<file path="config.mk">
export PLATFORM = sky130hd
export DESIGN_NAME = tlc_crossing
export DESIGN_NICKNAME = d
export VERILOG_FILES = /design/src/rtl/tlc_pkg.sv /design/src/rtl/tlc_timer.sv /design/src/rtl/tlc_seq.sv /design/src/rtl/tlc_lamps.sv /design/src/rtl/tlc_crossing.sv
export SDC_FILE = /design/constraint.sdc
export NUM_CORES = 1
export LEC_CHECK = 0
export BUFFER_PORTS_ARGS = -buffer_cell sky130_fd_sc_hd__buf_2
export CAP_MARGIN = 20
export CORE_AREA = 2 2 57 59
export CTS_CLUSTER_DIAMETER = 60
export DETAILED_ROUTE_END_ITERATION = 7
export DIE_AREA = 0 0 59 61
export PLACE_DENSITY = 0.47
export SLEW_MARGIN = 20
export SYNTH_ARGS = -nofsm -noshare
export SYNTH_HDL_FRONTEND = slang
export SYNTH_HIERARCHICAL = 1
export SYNTH_SLANG_ARGS = --single-unit
export TNS_END_PERCENT = 1
</file>
<file path="constraint.sdc">
create_clock -name clk -period 6.7 [get_ports clk]
set_clock_uncertainty 0.05 [all_clocks]
set_input_delay 0.335 -clock clk [delete_from_list [all_inputs] [get_ports clk]]
set_output_delay 0.335 -clock clk [all_outputs]
set_load 0.1 [all_outputs]
</file>
<file path="src/rtl/tlc_pkg.sv">
package tlc_pkg;

  typedef enum logic [2:0] {
    PH_MAJ_GO   = 3'd0,
    PH_MAJ_WARN = 3'd1,
    PH_MIN_GO   = 3'd2,
    PH_MIN_WARN = 3'd3,
    PH_MAJ_HOLD = 3'd4
  } phase_t;

  // lamp vector bit order: {red, yellow, green}
  localparam logic [2:0] LAMP_GRN = 3'b001;
  localparam logic [2:0] LAMP_YEL = 3'b010;
  localparam logic [2:0] LAMP_RED = 3'b100;
  localparam logic [2:0] LAMP_RY  = 3'b110;

  typedef struct packed {
    logic [2:0] major;
    logic [2:0] minor;
  } lamp_pair_t;

  function automatic lamp_pair_t phase_lamps(phase_t ph);
    lamp_pair_t lp;
    case (ph)
      PH_MAJ_WARN: begin lp.major = LAMP_YEL; lp.minor = LAMP_RY;  end
      PH_MIN_GO:   begin lp.major = LAMP_RED; lp.minor = LAMP_GRN; end
      PH_MIN_WARN: begin lp.major = LAMP_RY;  lp.minor = LAMP_YEL; end
      default:     begin lp.major = LAMP_GRN; lp.minor = LAMP_RED; end
    endcase
    return lp;
  endfunction

endpackage

</file>
<file path="src/rtl/tlc_timer.sv">
module tlc_timer #(
  parameter int SHORT_CYCLES = 16,
  parameter int LONG_CYCLES  = 64
) (
  input  logic clk,
  input  logic rst_n,
  input  logic start,
  input  logic sel_long,
  output logic tmo
);
  localparam int MAXC = (LONG_CYCLES > SHORT_CYCLES) ? LONG_CYCLES : SHORT_CYCLES;
  localparam int CW   = (MAXC > 1) ? $clog2(MAXC) : 1;
  localparam logic [CW-1:0] SHORT_LD = CW'(SHORT_CYCLES - 1);
  localparam logic [CW-1:0] LONG_LD  = CW'(LONG_CYCLES - 1);

  logic [CW-1:0] cnt_q, cnt_d;
  logic          busy_q, busy_d;

  assign tmo = busy_q && (cnt_q == '0);

  always_comb begin
    cnt_d  = cnt_q;
    busy_d = busy_q;
    if (start) begin
      busy_d = 1'b1;
      cnt_d  = sel_long ? LONG_LD : SHORT_LD;
    end else if (busy_q) begin
      if (cnt_q == '0) busy_d = 1'b0;
      else             cnt_d  = cnt_q - 1'b1;
    end
  end

  always_ff @(posedge clk or negedge rst_n) begin
    if (!rst_n) begin
      cnt_q  <= '0;
      busy_q <= 1'b0;
    end else begin
      cnt_q  <= cnt_d;
      busy_q <= busy_d;
    end
  end

  AST_TMO_SINGLE: assert property (@(posedge clk) disable iff (!rst_n)
    tmo && !start |=> !tmo);

endmodule

</file>
<file path="src/rtl/tlc_seq.sv">
module tlc_seq
  import tlc_pkg::*;
#(
  parameter int SHORT_CYCLES = 16
) (
  input  logic   clk,
  input  logic   rst_n,
  input  logic   car_present,
  input  logic   car_passed,
  input  logic   tmo,
  output phase_t ph_q,
  output phase_t ph_d,
  output logic   start,
  output logic   sel_long
);

  always_comb begin
    ph_d = ph_q;
    case (ph_q)
      PH_MAJ_GO:   if (car_present)       ph_d = PH_MAJ_WARN;
      PH_MAJ_WARN: if (tmo)               ph_d = PH_MIN_GO;
      PH_MIN_GO:   if (tmo || car_passed) ph_d = PH_MIN_WARN;
      PH_MIN_WARN: if (tmo)               ph_d = PH_MAJ_HOLD;
      PH_MAJ_HOLD: if (tmo)               ph_d = PH_MAJ_GO;
      default:                            ph_d = PH_MAJ_GO;
    endcase
  end

  // every phase entry except major go reloads the timer
  assign start    = (ph_d != ph_q) && (ph_d != PH_MAJ_GO);
  assign sel_long = (ph_d == PH_MIN_GO) || (ph_d == PH_MAJ_HOLD);

  always_ff @(posedge clk or negedge rst_n) begin
    if (!rst_n) ph_q <= PH_MAJ_GO;
    else        ph_q <= ph_d;
  end

  AST_MAJ_GO_WAIT: assert property (@(posedge clk) disable iff (!rst_n)
    ph_q == PH_MAJ_GO && !car_present |=> ph_q == PH_MAJ_GO);
  AST_MAJ_GO_LEAVE: assert property (@(posedge clk) disable iff (!rst_n)
    ph_q == PH_MAJ_GO && car_present |=> ph_q == PH_MAJ_WARN);
  AST_EARLY_EXIT: assert property (@(posedge clk) disable iff (!rst_n)
    ph_q == PH_MIN_GO && car_passed |=> ph_q == PH_MIN_WARN && (SHORT_CYCLES == 1 || !tmo));
  AST_HOLD_MIN: assert property (@(posedge clk) disable iff (!rst_n)
    ph_q == PH_MAJ_HOLD && !tmo |=> ph_q == PH_MAJ_HOLD);
  AST_WARN_ORDER: assert property (@(posedge clk) disable iff (!rst_n)
    ph_q == PH_MAJ_WARN |=> ph_q == PH_MAJ_WARN || ph_q == PH_MIN_GO);

endmodule

</file>
<file path="src/rtl/tlc_lamps.sv">
module tlc_lamps
  import tlc_pkg::*;
(
  input  logic       clk,
  input  logic       rst_n,
  input  phase_t     ph_d,
  output logic [2:0] major_lamp,
  output logic [2:0] minor_lamp
);
  lamp_pair_t lp_d, lp_q;

  assign lp_d = phase_lamps(ph_d);

  always_ff @(posedge clk or negedge rst_n) begin
    if (!rst_n) begin
      lp_q.major <= LAMP_GRN;
      lp_q.minor <= LAMP_RED;
    end else begin
      lp_q <= lp_d;
    end
  end

  assign major_lamp = lp_q.major;
  assign minor_lamp = lp_q.minor;

  AST_ONE_RED: assert property (@(posedge clk) disable iff (!rst_n)
    major_lamp[2] || minor_lamp[2]);
  AST_NO_DUAL_GREEN: assert property (@(posedge clk) disable iff (!rst_n)
    !(major_lamp[0] && minor_lamp[0]));

endmodule

</file>
<file path="src/rtl/tlc_crossing.sv">
module tlc_crossing
  import tlc_pkg::*;
#(
  parameter int SHORT_CYCLES = 16,
  parameter int LONG_CYCLES  = 64
) (
  input  logic       clk,
  input  logic       rst_n,
  input  logic       car_present,
  input  logic       car_passed,
  output logic [2:0] major_lamp,
  output logic [2:0] minor_lamp
);
  phase_t ph_q, ph_d;
  logic   start, sel_long, tmo;

  tlc_timer #(.SHORT_CYCLES(SHORT_CYCLES), .LONG_CYCLES(LONG_CYCLES)) u_timer (
    .clk(clk), .rst_n(rst_n), .start(start), .sel_long(sel_long), .tmo(tmo));

  tlc_seq #(.SHORT_CYCLES(SHORT_CYCLES)) u_seq (
    .clk(clk), .rst_n(rst_n), .car_present(car_present), .car_passed(car_passed),
    .tmo(tmo), .ph_q(ph_q), .ph_d(ph_d), .start(start), .sel_long(sel_long));

  tlc_lamps u_lamps (
    .clk(clk), .rst_n(rst_n), .ph_d(ph_d),
    .major_lamp(major_lamp), .minor_lamp(minor_lamp));

  AST_R1_RESET_GO: assert property (@(posedge clk) disable iff (!rst_n)
    ph_q == PH_MAJ_GO |-> major_lamp == LAMP_GRN && minor_lamp == LAMP_RED);

endmodule

</file>
==> results.md <==
* Fmax achieved at roughly 370 MHz
* Initial DRC count at 18
* Final Hold Viols at 0
* Number of port buffers at 9
* Post-Synthesis Cells at 77
* Outcome: finished clean
* Power per cell area at between 400 and 500 nW/um^2
* Vias/cell at between 5 and 6
* Final Critical Period at roughly 2.7 ns
* Total GRT Usage at 0.1049
* Cell Rows at 20
* Seq/Total Area, Yosys at 0.4435
* Avg WL per Cell at 13.11 um
* Top cells by count, synth: dfrtp_1, nor2b_1, inv_1, nor3_1
* Crit path max fanout at 17
* Placer Congestion at just under 0.8
* # H-tree levels at 1
* Static leakage at between 0.4 and 0.5 nW
* Layout cells sized above 1 at 0.2759
* Clock sink count at 15
* Drt total wl at 1573 um
* Post-CTS setup buffer count at 0
* Flop2flop setup slack at approximately 4.0 ns
* Mapped cell area at 852.1 sq um
* Critical path endpoint category: flop
* Number of synthesized register bits at 15
* Max cap viols at 0
* Vias in the first global route at ~610
* Crit path launch type: flop
* Worst path required time at 6.82 ns
* CP arrival at between 2 and 3 ns
* N_diodes at 0
* Die Wd at between 50 and 60 um
* Number of synthesized flops with an enable pin at 0
* CORE AREA at ~3000 sq um
* Fraction of registers with async set/reset at 1.000
* Final setup vio count at 0
* Hold Crit Class: in -> async
* Crit path kind: reg -> reg
* Mapped Avg Cell Area at about 11 sq um
* Die area at around 3600 sq um
* Top FF cell, synth: dfrtp_1
* Peak VDD IR at about 0.32 mV
* Initial Utilization at 0.2886
* DRC violations left at 0
* Clk root buf: clkbuf_4
* Headroom to the max-slew limit at 0.6454
* GRT Residual Overflow at 0
* Fin util at 0.3220
* Most frequent cell after synthesis: dfrtp_1
* Post-synth top area cell: dfrtp_1
* First-pass GRT wire length at between 2000 and 3000 um
* Max Slew Vio Count at 0
* Syn nets at between 80 and 90
* Yosys cell types at 35
* Final period util at 0.4049
* Clk_lat worst skew at ~0.28 ns
* Worst-path clk slew at 0.10 ns
* Worst Tran Pin Value at roughly 0.53 ns
* Post-DP HPWL at 1128 um
* Drt first pass iters at 4
* Net count, final at 94
* Die Y at between 60 and 70 um
* Largest net degree at the start of global routing at 18
* Final TNS setup at 0 ns
* Vias at between 600 and 700
* TritonCTS Buffers at 3
* Io pins at 10
* Syn. warnings at 6
* Post-route ant nets at 0
* CTS tree: built
* Area Overhead vs Synth at 11.60%
* RSZ-0062 raised after global routing: no
* Ranking of synthesized cells by area: dfrtp_1, dfstp_2, nor4b_4
* Top-area cell type share of the netlist area at 0.3818
* Initial antenna violation count at 0
* Clock tree buffer depth at 2
==> flip-flops by register name, indices dropped and copies added, names as in the netlist <==
signal,cells
u_lamps/major_lamp,2
u_lamps/minor_lamp,3
u_seq/ph_q,3
u_timer/busy_q,1
u_timer/cnt_q,6
==> final timing paths <==
| kind | to | cells after the start | start |
|---|---|---|---|
| setup / recovery | u_timer/cnt_q[4]$_DFFE_PN0P_ | 10 | u_timer/cnt_q[0]$_DFFE_PN0P_ |
| hold / removal | u_timer/busy_q$_DFF_PN0_ | 2 | rst_n |
| setup reg to reg | u_timer/cnt_q[4]$_DFFE_PN0P_ | 10 | u_timer/cnt_q[0]$_DFFE_PN0P_ |
| hold reg to reg | u_seq/ph_q[0]$_DFF_PN0_ | 1 | u_seq/ph_q[2]$_DFF_PN0_ |
| max in group asynchronous | u_lamps/minor_lamp[2]$_DFF_PN1_ | 2 | rst_n |
| min in group clk | u_seq/ph_q[0]$_DFF_PN0_ | 3 | car_present |
==> repair_timing <==
action,4_1_cts,5_1_grt
resized for setup,0,0
endpoints found under the hold margin,13,0
hold buffers,1,0
==> routing by layer <==
layer | part of all wire | wire length, um | track usage
met2 | 0.46 | 726 | 0.1603
met5 | 0 | 0 | 0
met3 | 0.043 | 68 | 0.03838
met1 | 0.49 | 778 | 0.1440
met4 | 0 | 0 | 0.01948
==> stage by stage <==
| stage | std cells | power (mW) | hold WS [ns] | instance area (sq um) | setup WS [ns] |
|---|---|---|---|---|---|
| floorplan | 77 | 0.3900 | -0.01059 | 852.1 | 3.986 |
| global placement | 115 | 0.4194 | 0.2175 | 913.4 | 4.002 |
| detailed placement | 115 | 0.4236 | 0.2199 | 913.4 | 4.004 |
| CTS | 120 | 0.4786 | 0.4324 | 950.9 | 3.979 |
| global route | 120 | 0.5140 | 0.4448 | 950.9 | 3.661 |
| finish | 120 | 0.4734 | 0.4289 | 950.9 | 3.987 |
==> cell type report <==
cell class	instances	area, sq um
clock inverter	1	5.005
sequential	15	377.9
fill	310	2002
tap	33	41.29
multi-input combinational	52	422.9
inverter	5	18.77
clock buffer	3	22.52
timing repair buffer	11	62.56
==> cells by family (layout without fill, tap and decap cells) <==
kind of cell               after synthesis  count (layout)  share of synthesized area
adders and majority gates                2               2                    0.02936
DFF                                     15              15                     0.4435
and+or+nand+nor                         31              31                     0.2834
buffers and inverters                   10              20                    0.06021
xor gates and xnor gates                 1               1                    0.01028
muxes                                    1               1                    0.01175
AOI/OAI and AO/OA                       17              17                     0.1615
==> worst max-delay path, cell delays in order, from the launching register on <==
cell and delay (ns):
dfrtp_1 0.45, inv_1 0.12, ha_1 0.20, nor4b_4 0.39, nand2b_1 0.12, nor2_1 0.43, a21oi_1 0.08, nor3_1 0.15
buf_4 0.23, nor2b_1 0.06, a221o_1 0.32
==> cell usage in the layout (no fill, tap or decap), types with 2 or more instances in the layout <==
cell and count:
nor2b_1 6, a211oi_1 4, dfrtp_1 13, inv_1 5, nor2_1 4, a21oi_1 2
nand4b_1 2, buf_2 9, clkbuf_4 3, nand2b_1 2, nor4_1 2, nor4b_4 2
nor3_1 5, nand2_1 2, dfstp_2 2, o31ai_1 3, ha_1 2
==> report_power, final <==
| group | leakage [nW] | internal [mW] | total, mW | switching (mW) |
|---|---|---|---|---|
| clock | 0.0177 | 0.0221 | 0.0525 | 0.0303 |
| sequential | 0.174 | 0.128 | 0.182 | 0.0540 |
| combinational | 0.208 | 0.0855 | 0.238 | 0.153 |
| total | 0.400 | 0.236 | 0.473 | 0.237 |
Note: power is estimated with default switching activity, not from simulation.
